### src/rtl/ptw_pkg.sv
package ptw_pkg;
  localparam int ACC_BIT = 5;
  localparam int MOD_BIT = 6;

  typedef enum logic [1:0] {
    ENT_INVALID  = 2'd0,
    ENT_TABLE    = 2'd1,
    ENT_LEAF     = 2'd2,
    ENT_RESERVED = 2'd3
  } entKind_t;

  typedef enum logic [1:0] {W_IDLE, W_FETCH, W_WRITE, W_DONE} walkState_t;

  localparam logic [2:0] REG_CTRL = 3'd0;
  localparam logic [2:0] REG_TPTR = 3'd1;
  localparam logic [2:0] REG_CTX  = 3'd2;
  localparam logic [2:0] REG_FSTS = 3'd3;
  localparam logic [2:0] REG_FADR = 3'd4;

  typedef struct packed {
    logic       accept;
    logic       passThru;
    logic       descend;
    logic       leafHit;
    logic       fault;
    logic [2:0] faultCode;
    logic [1:0] level;
  } walkStrobe_t;

  // Permission outcome: row = access index, 2-bit field per permission code.
  function automatic logic [1:0] permLookup(input logic [2:0] accIdx, input logic [2:0] perm);
    logic [15:0] row;
    case (accIdx)
      3'd0: row = 16'hF200;
      3'd1: row = 16'h0200;
      3'd2: row = 16'hF80A;
      3'd3: row = 16'h080A;
      3'd4: row = 16'hFA22;
      3'd5: row = 16'h2222;
      3'd6: row = 16'hFA2A;
      default: row = 16'h2A2A;
    endcase
    return row[{perm, 1'b0} +: 2];
  endfunction
endpackage

### src/rtl/ptw_ctrl.sv
module ptw_ctrl
  import ptw_pkg::*;
(
  input  logic        clk,
  input  logic        rstN,
  input  logic        reqValid,
  input  logic        xlateOn,
  input  logic        memAck,
  input  logic [1:0]  entKind,
  input  logic [1:0]  permCode,
  input  logic        needWb,
  output walkStrobe_t stb,
  output logic        reqReady,
  output logic        rspDone,
  output logic        memReq,
  output logic        memWe
);
  walkState_t state, stateNx;
  logic [1:0] lvl, lvlNx;

  always_ff @(posedge clk) begin
    if (!rstN) begin
      state <= W_IDLE;
      lvl   <= 2'd0;
    end else begin
      state <= stateNx;
      lvl   <= lvlNx;
    end
  end

  always_comb begin
    stb       = '0;
    stb.level = lvl;
    stateNx   = state;
    lvlNx     = lvl;
    case (state)
      W_IDLE: if (reqValid) begin
        stb.accept = 1'b1;
        lvlNx      = 2'd0;
        if (!xlateOn) begin
          stb.passThru = 1'b1;
          stateNx      = W_DONE;
        end else begin
          stateNx = W_FETCH;
        end
      end
      W_FETCH: if (memAck) begin
        case (entKind)
          ENT_INVALID: begin
            stb.fault = 1'b1; stb.faultCode = 3'd1; stateNx = W_DONE;
          end
          ENT_TABLE: begin
            if (lvl == 2'd3) begin
              stb.fault = 1'b1; stb.faultCode = 3'd4; stateNx = W_DONE;
            end else begin
              stb.descend = 1'b1; lvlNx = lvl + 2'd1;
            end
          end
          ENT_LEAF: begin
            if (lvl == 2'd0) begin
              stb.fault = 1'b1; stb.faultCode = 3'd4; stateNx = W_DONE;
            end else begin
              stb.leafHit = 1'b1;
              if (permCode != 2'd0) begin
                stb.fault = 1'b1; stb.faultCode = {1'b0, permCode};
              end
              stateNx = needWb ? W_WRITE : W_DONE;
            end
          end
          default: begin
            stb.fault = 1'b1; stb.faultCode = 3'd4; stateNx = W_DONE;
          end
        endcase
      end
      W_WRITE: if (memAck) stateNx = W_DONE;
      default: stateNx = W_IDLE;
    endcase
  end

  assign reqReady = (state == W_IDLE);
  assign rspDone  = (state == W_DONE);
  assign memReq   = (state == W_FETCH) || (state == W_WRITE);
  assign memWe    = (state == W_WRITE);


  done_then_idle_chk: assert property (@(posedge clk) disable iff (!rstN)
    rspDone |=> reqReady);

  mem_hold_chk: assert property (@(posedge clk) disable iff (!rstN)
    memReq && !memAck |=> memReq && (memWe == $past(memWe)));
endmodule

### src/rtl/ptw_dp.sv
module ptw_dp
  import ptw_pkg::*;
#(
  parameter int VA_W = 32
) (
  input  logic              clk,
  input  logic              rstN,
  input  walkStrobe_t       stb,
  input  logic [VA_W-1:0]   reqVaddr,
  input  logic              reqWrite,
  input  logic              reqCode,
  input  logic              reqSuper,
  input  logic [VA_W-1:0]   memRdata,
  input  logic              cfgWe,
  input  logic [2:0]        cfgAddr,
  input  logic [VA_W-1:0]   cfgWdata,
  output logic              xlateOn,
  output logic [1:0]        permCode,
  output logic              needWb,
  output logic [VA_W+3:0]   memAddr,
  output logic [VA_W-1:0]   memWdata,
  output logic [VA_W-1:0]   cfgRdata,
  output logic              rspFault,
  output logic [VA_W+3:0]   rspPaddr,
  output logic              rspRdOk,
  output logic              rspWrOk
);
  localparam int PA_W = VA_W + 4;

  logic [VA_W-1:0] vaQ, wbData, ctrlReg, tptrReg, ctxReg, fstsReg, fadrReg;
  logic [2:0]      accIdxQ;
  logic [PA_W-1:0] walkAddr;

  logic [VA_W-1:0] leafUpd;
  logic [2:0]      permF;
  logic [7:0]      tblIdx;
  logic [PA_W-1:0] descAddr, ctxAddr, leafOfs, leafPa;
  logic            wrOk;
  logic [VA_W-1:0] fstsNext;

  wire isWr  = accIdxQ[2];
  wire isSup = accIdxQ[0];

  assign leafUpd  = memRdata | (VA_W'(1) << ACC_BIT) | (VA_W'(isWr) << MOD_BIT);
  assign needWb   = !memRdata[ACC_BIT] || (isWr && !memRdata[MOD_BIT]);
  assign permF    = leafUpd[4:2];
  assign permCode = permLookup(accIdxQ, permF);
  assign wrOk     = leafUpd[MOD_BIT] && (isSup ? permF[0] : (permF == 3'd1 || permF == 3'd3));

  always_comb begin
    case (stb.level)
      2'd0:    tblIdx = vaQ[31:24];
      2'd1:    tblIdx = {2'b00, vaQ[23:18]};
      default: tblIdx = {2'b00, vaQ[17:12]};
    endcase
    case (stb.level)
      2'd1:    leafOfs = PA_W'(vaQ[23:0]);
      2'd2:    leafOfs = PA_W'(vaQ[17:0]);
      default: leafOfs = PA_W'(vaQ[11:0]);
    endcase
  end

  assign descAddr = {memRdata[VA_W-1:2], 6'b0} + {{(PA_W-10){1'b0}}, tblIdx, 2'b00};
  assign ctxAddr  = {tptrReg, 4'b0} + {ctxReg, 4'b0};
  assign leafPa   = {memRdata[VA_W-1:8], 12'b0} + leafOfs;
  assign fstsNext = VA_W'(fstsReg != '0) | {{(VA_W-8){1'b0}}, accIdxQ, stb.faultCode, 2'b10};

  always_ff @(posedge clk) begin
    if (!rstN) begin
      vaQ <= '0; accIdxQ <= '0; walkAddr <= '0; wbData <= '0;
      rspFault <= 1'b0; rspPaddr <= '0; rspRdOk <= 1'b0; rspWrOk <= 1'b0;
      ctrlReg <= '0; tptrReg <= '0; ctxReg <= '0; fstsReg <= '0; fadrReg <= '0;
    end else begin
      if (stb.accept) begin
        vaQ      <= reqVaddr;
        accIdxQ  <= {reqWrite, reqCode, reqSuper};
        walkAddr <= ctxAddr;
      end
      if (stb.passThru) begin
        rspPaddr <= PA_W'(reqVaddr);
        rspRdOk  <= 1'b1; rspWrOk <= 1'b1; rspFault <= 1'b0;
      end
      if (stb.descend) walkAddr <= descAddr;
      if (stb.leafHit) begin
        wbData   <= leafUpd;
        rspPaddr <= leafPa;
        rspRdOk  <= 1'b1; rspWrOk <= wrOk; rspFault <= 1'b0;
      end
      if (stb.fault) begin
        rspFault <= 1'b1; rspPaddr <= '0; rspRdOk <= 1'b0; rspWrOk <= 1'b0;
      end
      if (cfgWe) begin
        case (cfgAddr)
          REG_CTRL: ctrlReg <= cfgWdata;
          REG_TPTR: tptrReg <= cfgWdata;
          REG_CTX:  ctxReg  <= cfgWdata;
          REG_FSTS: fstsReg <= cfgWdata;
          REG_FADR: fadrReg <= cfgWdata;
          default: ;
        endcase
      end
      if (stb.fault) begin
        fstsReg <= fstsNext;
        fadrReg <= vaQ;
      end
    end
  end

  always_comb begin
    case (cfgAddr)
      REG_CTRL: cfgRdata = ctrlReg;
      REG_TPTR: cfgRdata = tptrReg;
      REG_CTX:  cfgRdata = ctxReg;
      REG_FSTS: cfgRdata = fstsReg;
      REG_FADR: cfgRdata = fadrReg;
      default:  cfgRdata = '0;
    endcase
  end

  assign xlateOn  = ctrlReg[0];
  assign memAddr  = walkAddr;
  assign memWdata = wbData;


  fault_log_chk: assert property (@(posedge clk) disable iff (!rstN)
    stb.fault |=> fstsReg[1] && (fadrReg == vaQ));

  bypass_chk: assert property (@(posedge clk) disable iff (!rstN)
    stb.passThru |=> rspRdOk && rspWrOk && (rspPaddr == PA_W'($past(reqVaddr))));

  wr_needs_mod_chk: assert property (@(posedge clk) disable iff (!rstN)
    stb.leafHit && !leafUpd[MOD_BIT] |=> !rspWrOk);
endmodule

### src/rtl/ptw_top.sv
module ptw_top
  import ptw_pkg::*;
#(
  parameter int VA_W = 32
) (
  input  logic            clk,
  input  logic            rstN,
  input  logic            reqValid,
  output logic            reqReady,
  input  logic [VA_W-1:0] reqVaddr,
  input  logic            reqWrite,
  input  logic            reqCode,
  input  logic            reqSuper,
  output logic            rspDone,
  output logic            rspFault,
  output logic [VA_W+3:0] rspPaddr,
  output logic            rspRdOk,
  output logic            rspWrOk,
  output logic            memReq,
  output logic            memWe,
  output logic [VA_W+3:0] memAddr,
  output logic [VA_W-1:0] memWdata,
  input  logic [VA_W-1:0] memRdata,
  input  logic            memAck,
  input  logic            cfgWe,
  input  logic [2:0]      cfgAddr,
  input  logic [VA_W-1:0] cfgWdata,
  output logic [VA_W-1:0] cfgRdata
);
  walkStrobe_t stb;
  logic        xlateOn, needWb;
  logic [1:0]  permCode;

  ptw_ctrl u_ctrl (
    .clk(clk), .rstN(rstN), .reqValid(reqValid), .xlateOn(xlateOn), .memAck(memAck),
    .entKind(memRdata[1:0]), .permCode(permCode), .needWb(needWb), .stb(stb),
    .reqReady(reqReady), .rspDone(rspDone), .memReq(memReq), .memWe(memWe)
  );

  ptw_dp #(.VA_W(VA_W)) u_dp (
    .clk(clk), .rstN(rstN), .stb(stb), .reqVaddr(reqVaddr), .reqWrite(reqWrite),
    .reqCode(reqCode), .reqSuper(reqSuper), .memRdata(memRdata), .cfgWe(cfgWe),
    .cfgAddr(cfgAddr), .cfgWdata(cfgWdata), .xlateOn(xlateOn), .permCode(permCode),
    .needWb(needWb), .memAddr(memAddr), .memWdata(memWdata), .cfgRdata(cfgRdata),
    .rspFault(rspFault), .rspPaddr(rspPaddr), .rspRdOk(rspRdOk), .rspWrOk(rspWrOk)
  );


  wb_sets_acc_chk: assert property (@(posedge clk) disable iff (!rstN)
    memReq && memWe |-> memWdata[ACC_BIT]);

  addr_hold_chk: assert property (@(posedge clk) disable iff (!rstN)
    memReq && !memAck |=> $stable(memAddr));
endmodule

### config.mk
export PLATFORM = sky130hd
export DESIGN_NAME = ptw_top
export DESIGN_NICKNAME = d
export VERILOG_FILES = /design/src/rtl/ptw_pkg.sv /design/src/rtl/ptw_ctrl.sv /design/src/rtl/ptw_dp.sv /design/src/rtl/ptw_top.sv
export SDC_FILE = /design/constraint.sdc
export NUM_CORES = 1
export LEC_CHECK = 0
export ABC_CLOCK_PERIOD_IN_PS = 3400
export BUFFER_PORTS_ARGS = -buffer_cell sky130_fd_sc_hd__buf_4
export CORE_AREA = 2 2 185 187
export CTS_BUF_LIST = sky130_fd_sc_hd__clkbuf_4
export CTS_CLUSTER_SIZE = 40
export DETAILED_ROUTE_END_ITERATION = 8
export DIE_AREA = 0 0 187 189
export PLACE_DENSITY = 0.81
export SYNTH_ARGS = -nofsm -noshare
export SYNTH_HDL_FRONTEND = slang
export SYNTH_SLANG_ARGS = --single-unit
### constraint.sdc
create_clock -name clk -period 3.4 [get_ports clk]
set_input_delay 0.17 -clock clk [delete_from_list [all_inputs] [get_ports clk]]
set_output_delay 0.17 -clock clk [all_outputs]
set_load 0.005 [all_outputs]
==> impl_metrics.json, run 1 <==
{
  "grt_pass1_wl_microns": 95400,
  "ys_seq_area_frac": 0.368,
  "max-clock-path-buffers": 3,
  "p_int_mw": 6.63,
  "rows": 67,
  "grt_max_degree": 81,
  "grt_pass1_vias": 17500,
  "min_path_type": "in2reg",
  "crit_arrival_ns": 3.89,
  "drv_cap": 0,
  "dpl.cell_count": 2729,
  "ys_seq_elements": 304,
  "drt_iter0_markers": 1923,
  "numPortBuffers": 247,
  "post-route-period-util": 0.966,
  "cts_root_buf": "clkbuf_4",
  "routed_wl_microns": 60800,
  "min_period_ns": 3.28,
  "power_frac_comb": 0.241,
  "dp_hpwl_microns": 42800,
  "p_leak_nw": 8.29,
  "cp_top_family": "compound AO/OA/AOI/OAI gates",
  "finClkSkew_ns": 0.0334,
  "worst_slew_pin_slew_ns": 1.01,
  "cp-start-kind": "flop",
  "tritoncts": "done",
  "synth-main-ff-cell": "dfxtp_1",
  "clk_pin_slew_ns": 0.06,
  "final_common_cell": "nand2_1",
  "synth_edf_count": 0,
  "path_cells": "inv_1 > ha_1 > o21a_2 > and2_1 > ha_1 > fa_2 > a21o_1 > a2111oi_4 > a211o_1 > a21oi_4 > a31o_2 > a21oi_1 > a211oi_1",
  "die_h_microns": 189,
  "vias": 17900,
  "p_clk_frac": 0.338,
  "vias_per_cell": 6.01,
  "slowest_stage": "a2111oi_4",
  "status": "finished clean",
  "io_pins": 250,
  "grtUsageTotal": 0.337,
  "synth.area.top_cells": "dfxtp_1, nand2_1, a21oi_1",
  "place_congestion": 0.942,
  "p_sw_mw": 3.31,
  "async_reset_ff_frac": 0,
  "cp_common_cell": "ha_1",
  "post_drt_wl_per_cell_microns": 20.4,
  "layout.cells.most_common_list": "nand2_1, dfxtp_1, buf_4",
  "postRouteAntennaNets": 0,
  "die_w_microns": 187,
  "clk_latency_ns": 0.77,
  "p_sw_frac": 0.333,
  "die_area_sq_um": 35300,
  "synth_cells": 2142,
  "path_max_fanout": 7,
  "critical-path-max-stage-delay_ns": 0.40,
  "overflow": 0,
  "cts_htree_levels": 3,
  "cellPowerDensity_nw_per_um2": 475,
  "cts_buffers": 84,
  "end_kind": "flop",
  "maxSlewViolCount": 0,
  "syn2layout_area_growth_pct": 26.7,
  "layoutNonFillerInstCount": 2979,
  "first_pass_iters": 8,
  "post_cts_buffers": 0,
  "whs_ns": 0.0845,
  "drive_gt1_frac": 0.180,
  "synth_cell_type_count": 72,
  "drc": 0,
  "fmax_ghz": 0.304,
  "cts.sinks": 304,
  "yosysTopAreaCell": "dfxtp_1",
  "fp.coreArea_sq_um": 33300,
  "initial_core_util": 0.496,
  "antenna_found_initial": 1,
  "cp.buffers_inverters": 1,
  "ir_drop_v": 0.000288,
  "synth_top_area_share": 0.368,
  "seqPwrFrac": 0.421,
  "hold_viol_final": 0,
  "yosysWarnings": 0,
  "relSlewSlack": 0.328,
  "syn_avg_cell_area_sq_um": 7.71,
  "setup_viol": 0,
  "syn_area_sq_um": 16500,
  "cp.required_ns": 4.00,
  "path_class": "reg2reg",
  "finish.net_count": 2645
}
## per-layer routing
| layer | routed length (microns) | part of all wire | up-vias | track usage |
|---|---|---|---|---|
| li1 | - | - | 8251 | - |
| met3 | 6070 | 0.10 | 182 | 0.0736 |
| met4 | 2680 | 0.044 | 0 | 0.161 |
| met5 | 0 | 0 | - | 0 |
| met2 | 27900 | 0.46 | 1042 | 0.546 |
| met1 | 24200 | 0.40 | 8441 | 0.427 |
## power by group through the flow
stage	Combinational [mW]	Clock (mW)	Sequential, mW
CTS	2.34	3.38	4.17
global placement	2.19	0	4.23
finish	2.39	3.36	4.18
global route	2.58	3.58	4.21
floorplan	1.29	0	4.14
detailed placement	2.23	0	4.24
## cell type report
| cell class | instances | area (sq um) |
|---|---|---|
| fill | 2843 | 12400 |
| multi-input combinational | 1657 | 9780 |
| sequential | 304 | 6090 |
| timing repair buffer | 408 | 3370 |
| clock buffer | 121 | 908 |
| tap | 448 | 561 |
| clock inverter | 15 | 121 |
| inverter | 25 | 93.8 |
| antenna | 1 | 2.50 |
## metrics by stage
step / worst slack [ns] / util / TNS (ns) / total power [mW] / instance area [sq um]
2_1_floorplan: 0.335 / - / 0 / 5.43 / 16500
3_3_place_gp: 0.0824 / 0.563 / 0 / 6.42 / 18700
3_5_place_dp: 0.00834 / 0.563 / 0 / 6.46 / 18700
4_1_cts: 0.0426 / 0.628 / 0 / 9.88 / 20900
5_1_grt: -0.00684 / 0.629 / -0.00684 / 10.4 / 20900
6_report: 0.116 / 0.629 / 0 / 9.94 / 20900
## synth_stat cells (all sizes together), types with 24 or more instances
master,n
ha,55
dfxtp,304
a211oi,54
xnor2,29
inv,24
o21ai,54
nor2,149
o22ai,33
a21oi,199
mux2i,70
a311oi,29
a21boi,105
xor2,34
a22oi,35
nand3,33
nand2,528
buf,27
clkbuf,130
## worst paths after layout
kind,start,to,slack [ns],cells after the start
setup / recovery,u_ctrl.lvl[0],u_dp.rspPaddr[26],0.12,13
hold / removal,memRdata[5],u_dp.memAddr[9],0.08,6
setup reg to reg,u_ctrl.lvl[0],u_dp.rspPaddr[26],0.12,13
hold reg to reg,u_dp.memWdata[3],u_dp.memWdata[3],0.45,2
## cells by family after synthesis
group	count (synthesis)	synth area share
xor+xnor	63	0.0334
fa+ha+maj	58	0.0453
other cells	1	0.000227
flops	304	0.368
compound gates	616	0.248
mux	73	0.0447
buf+inv	182	0.0438
simple gates	845	0.216
## worst reg2reg max path, stage by stage, from the launching register on
cell and delay, ns:
dfxtp_4 0.37, inv_1 0.07, ha_1 0.31, o21a_2 0.16, and2_1 0.17, ha_1 0.23
fa_2 0.37, a21o_1 0.21, a2111oi_4 0.40, a211o_1 0.27, a21oi_4 0.12, a31o_2 0.26
a21oi_1 0.12, a211oi_1 0.08
## flip-flops by register name, summed over array words and instances (netlist names), 3 cells and up
register       cells
u_dp.rspPaddr     36
u_dp.memAddr      34
u_dp.ctrlReg      32
u_dp.memWdata     32
u_dp.tptrReg      32
u_dp.fadrReg      32
u_dp.ctxReg       32
u_dp.vaQ          32
u_dp.accIdxQ       3
u_dp.fstsReg      32
## what timing repair did
action,4_1_cts,5_1_grt
endpoints found under the hold margin,293,0
setup endpoints to repair,1,8
pin swaps,0,2
hold buffers,113,0
resized for setup,1,7
(Power assumes the default switching activity.)
==> run 2: changes to the inputs <==
--- a/config.mk
+++ b/config.mk
@@ -8,11 +8,12 @@
 export ABC_CLOCK_PERIOD_IN_PS = 3400
 export BUFFER_PORTS_ARGS = -buffer_cell sky130_fd_sc_hd__buf_4
 export CORE_AREA = 2 2 185 187
-export CTS_BUF_LIST = sky130_fd_sc_hd__clkbuf_4
+export CTS_BUF_LIST = sky130_fd_sc_hd__clkbuf_4 sky130_fd_sc_hd__clkbuf_8
 export CTS_CLUSTER_SIZE = 40
 export DETAILED_ROUTE_END_ITERATION = 8
 export DIE_AREA = 0 0 187 189
-export PLACE_DENSITY = 0.81
+export PLACE_DENSITY = 0.75
+export REMOVE_ABC_BUFFERS = 1
 export SYNTH_ARGS = -nofsm -noshare
 export SYNTH_HDL_FRONTEND = slang
 export SYNTH_SLANG_ARGS = --single-unit
==> run 2 against run 1 <==
Via count fell by 3.3%. Non-clock buffer count fell by 21. Flip-flop and latch count unchanged. Maximum frequency increased by 3.0%. Hold slack got worse by 0.029 ns. Count of clock-buffer cells in the layout fell by 37.
==> impl_metrics.json, run 2 (synthesis results as in run 1) <==
{
  "syn2layout_area_growth_pct": 26.0,
  "drt_iter0_markers": 1591,
  "final_common_cell": "nand2_1",
  "antenna_found_initial": 1,
  "clk_latency_ns": 0.60,
  "grt_max_degree": 102,
  "routed_wl_microns": 59100,
  "end_kind": "flop",
  "multi_input_area_sq_um": 9800,
  "fp.coreArea_sq_um": 33300,
  "setup_viol": 0,
  "cts.sinks": 304,
  "rsz0062_at_grt": "false",
  "tritoncts": "done",
  "max-clock-path-buffers": 3,
  "finish.net_count": 2591,
  "place_congestion": 0.932,
  "p_leak_nw": 8.22,
  "finClkSkew_ns": 0.0384,
  "min_path_type": "in2reg",
  "path_class": "reg2reg",
  "wl_met2_microns": 26500,
  "largest_register_ffs": 36,
  "die_area_sq_um": 35300,
  "numPortBuffers": 247,
  "hold_viol_final": 0,
  "met3_length_microns": 5090,
  "regArea_sq_um": 6090,
  "grt_pass1_wl_microns": 92200,
  "wl_met1_microns": 25500,
  "path_max_fanout": 7,
  "crit_arrival_ns": 3.63,
  "r2r_slack_ns": 0.21,
  "die_h_microns": 189,
  "vias": 17300,
  "place_ws_ns": -0.0532,
  "postRouteAntennaNets": 0,
  "ir_drop_v": 0.000376,
  "vias_per_cell": 5.95,
  "dp_hpwl_microns": 41200,
  "maxSlewViolCount": 0,
  "first_pass_iters": 6,
  "cellPowerDensity_nw_per_um2": 486,
  "drive_gt1_frac": 0.169,
  "cts_buffers": 51,
  "cp-start-kind": "flop",
  "status": "finished clean",
  "cp.required_ns": 3.85,
  "min_period_ns": 3.19,
  "rows": 67,
  "clk_pin_slew_ns": 0.06,
  "final_util": 0.626,
  "worst_slew_pin_slew_ns": 1.22,
  "initial_core_util": 0.496,
  "layout.cells.most_common_list": "nand2_1, dfxtp_1, buf_4",
  "top_register": "u_dp.rspPaddr",
  "overflow": 0,
  "io_pins": 250,
  "cts_htree_levels": 2,
  "num-fill-cells": 2914,
  "setup_ws_ns": 0.211,
  "post-route-period-util": 0.938,
  "post_drt_wl_per_cell_microns": 20.3,
  "relSlewSlack": 0.185,
  "fmax_ghz": 0.314,
  "drv_cap": 0,
  "grtUsageTotal": 0.323,
  "grt_pass1_vias": 16700,
  "cts_root_buf": "clkbuf_8",
  "drc": 0,
  "die_w_microns": 187,
  "top_layer": "met4"
}
-- run 2: cell count changes in the layout (fill, tap and decap cells not counted), sizes merged, moves of 3 or more --
cell | previous run | this run
clkinvlp | 3 | 0
buf | 295 | 291
clkinv | 10 | 6
dlygate4sd3 | 113 | 96
clkbuf | 121 | 84
-- run 2: critical path, stage by stage, from the launching register on --
cell,delay (ns)
dfxtp_2,0.37
inv_1,0.08
ha_2,0.28
o21a_2,0.15
and2_1,0.16
ha_1,0.22
fa_2,0.36
a21o_1,0.24
a2111oi_4,0.39
a211o_1,0.25
a21oi_4,0.10
a31o_2,0.27
a21oi_2,0.11
a211oi_1,0.07
-- run 2: final timing paths --
path / start / endpoint / cells past startpoint
hold / removal: memRdata[1] / u_dp.fstsReg[4] / 3
setup reg to reg: u_ctrl.lvl[0] / u_dp.rspPaddr[26] / 13
hold reg to reg: u_dp.memWdata[14] / u_dp.memWdata[14] / 2
setup / recovery: u_ctrl.lvl[0] / u_dp.rspPaddr[26] / 13
-- run 2: layout make-up --
type,instances,share of cell area
well taps,448,0.0269
clock buffers,84,0.0504
flip-flops and latches,304,0.292
inverters,25,0.00451
repair buffers,387,0.152
clock inverters,6,0.00264
multi-input cells,1657,0.471
diodes,2,0.000240
-- run 2: report_power, final --
group | leakage, nW | total (mW) | internal, mW | switching [mW]
registers | 2.47 | 4.18 | 3.89 | 0.290
logic | 5.15 | 2.42 | 0.970 | 1.45
clock network | 0.594 | 3.52 | 2.01 | 1.51
-- run 2: metal layers --
metal	vias to the layer above	global-route usage
li1	8109	-
met4	0	0.118
met3	130	0.0578
met2	837	0.518
met1	8250	0.437
met5	-	0
-- run 2: timing repair --
action	in CTS	in global routing
buffers inserted	0	0
endpoints found under the hold margin	252	0
pin swaps	0	3
setup endpoints to repair	5	23
hold buffers	96	0
gates resized for setup	2	8
-- run 2: metrics by stage --
stage / hold slack (ns) / area [sq um] / TNS (ns) / power (mW) / cells
finish: 0.0555 / 20800 / 0 / 10.1 / 2913
global route: 0.0760 / 20800 / 0 / 10.5 / 2912
CTS: 0.0404 / 20800 / 0 / 10.1 / 2911
detailed placement: 0.437 / 18700 / -0.213 / 6.52 / 2725
global placement: 0.429 / 18700 / 0 / 6.48 / 2725
floorplan: 0.288 / 15900 / -126.68 / 5.32 / 1986
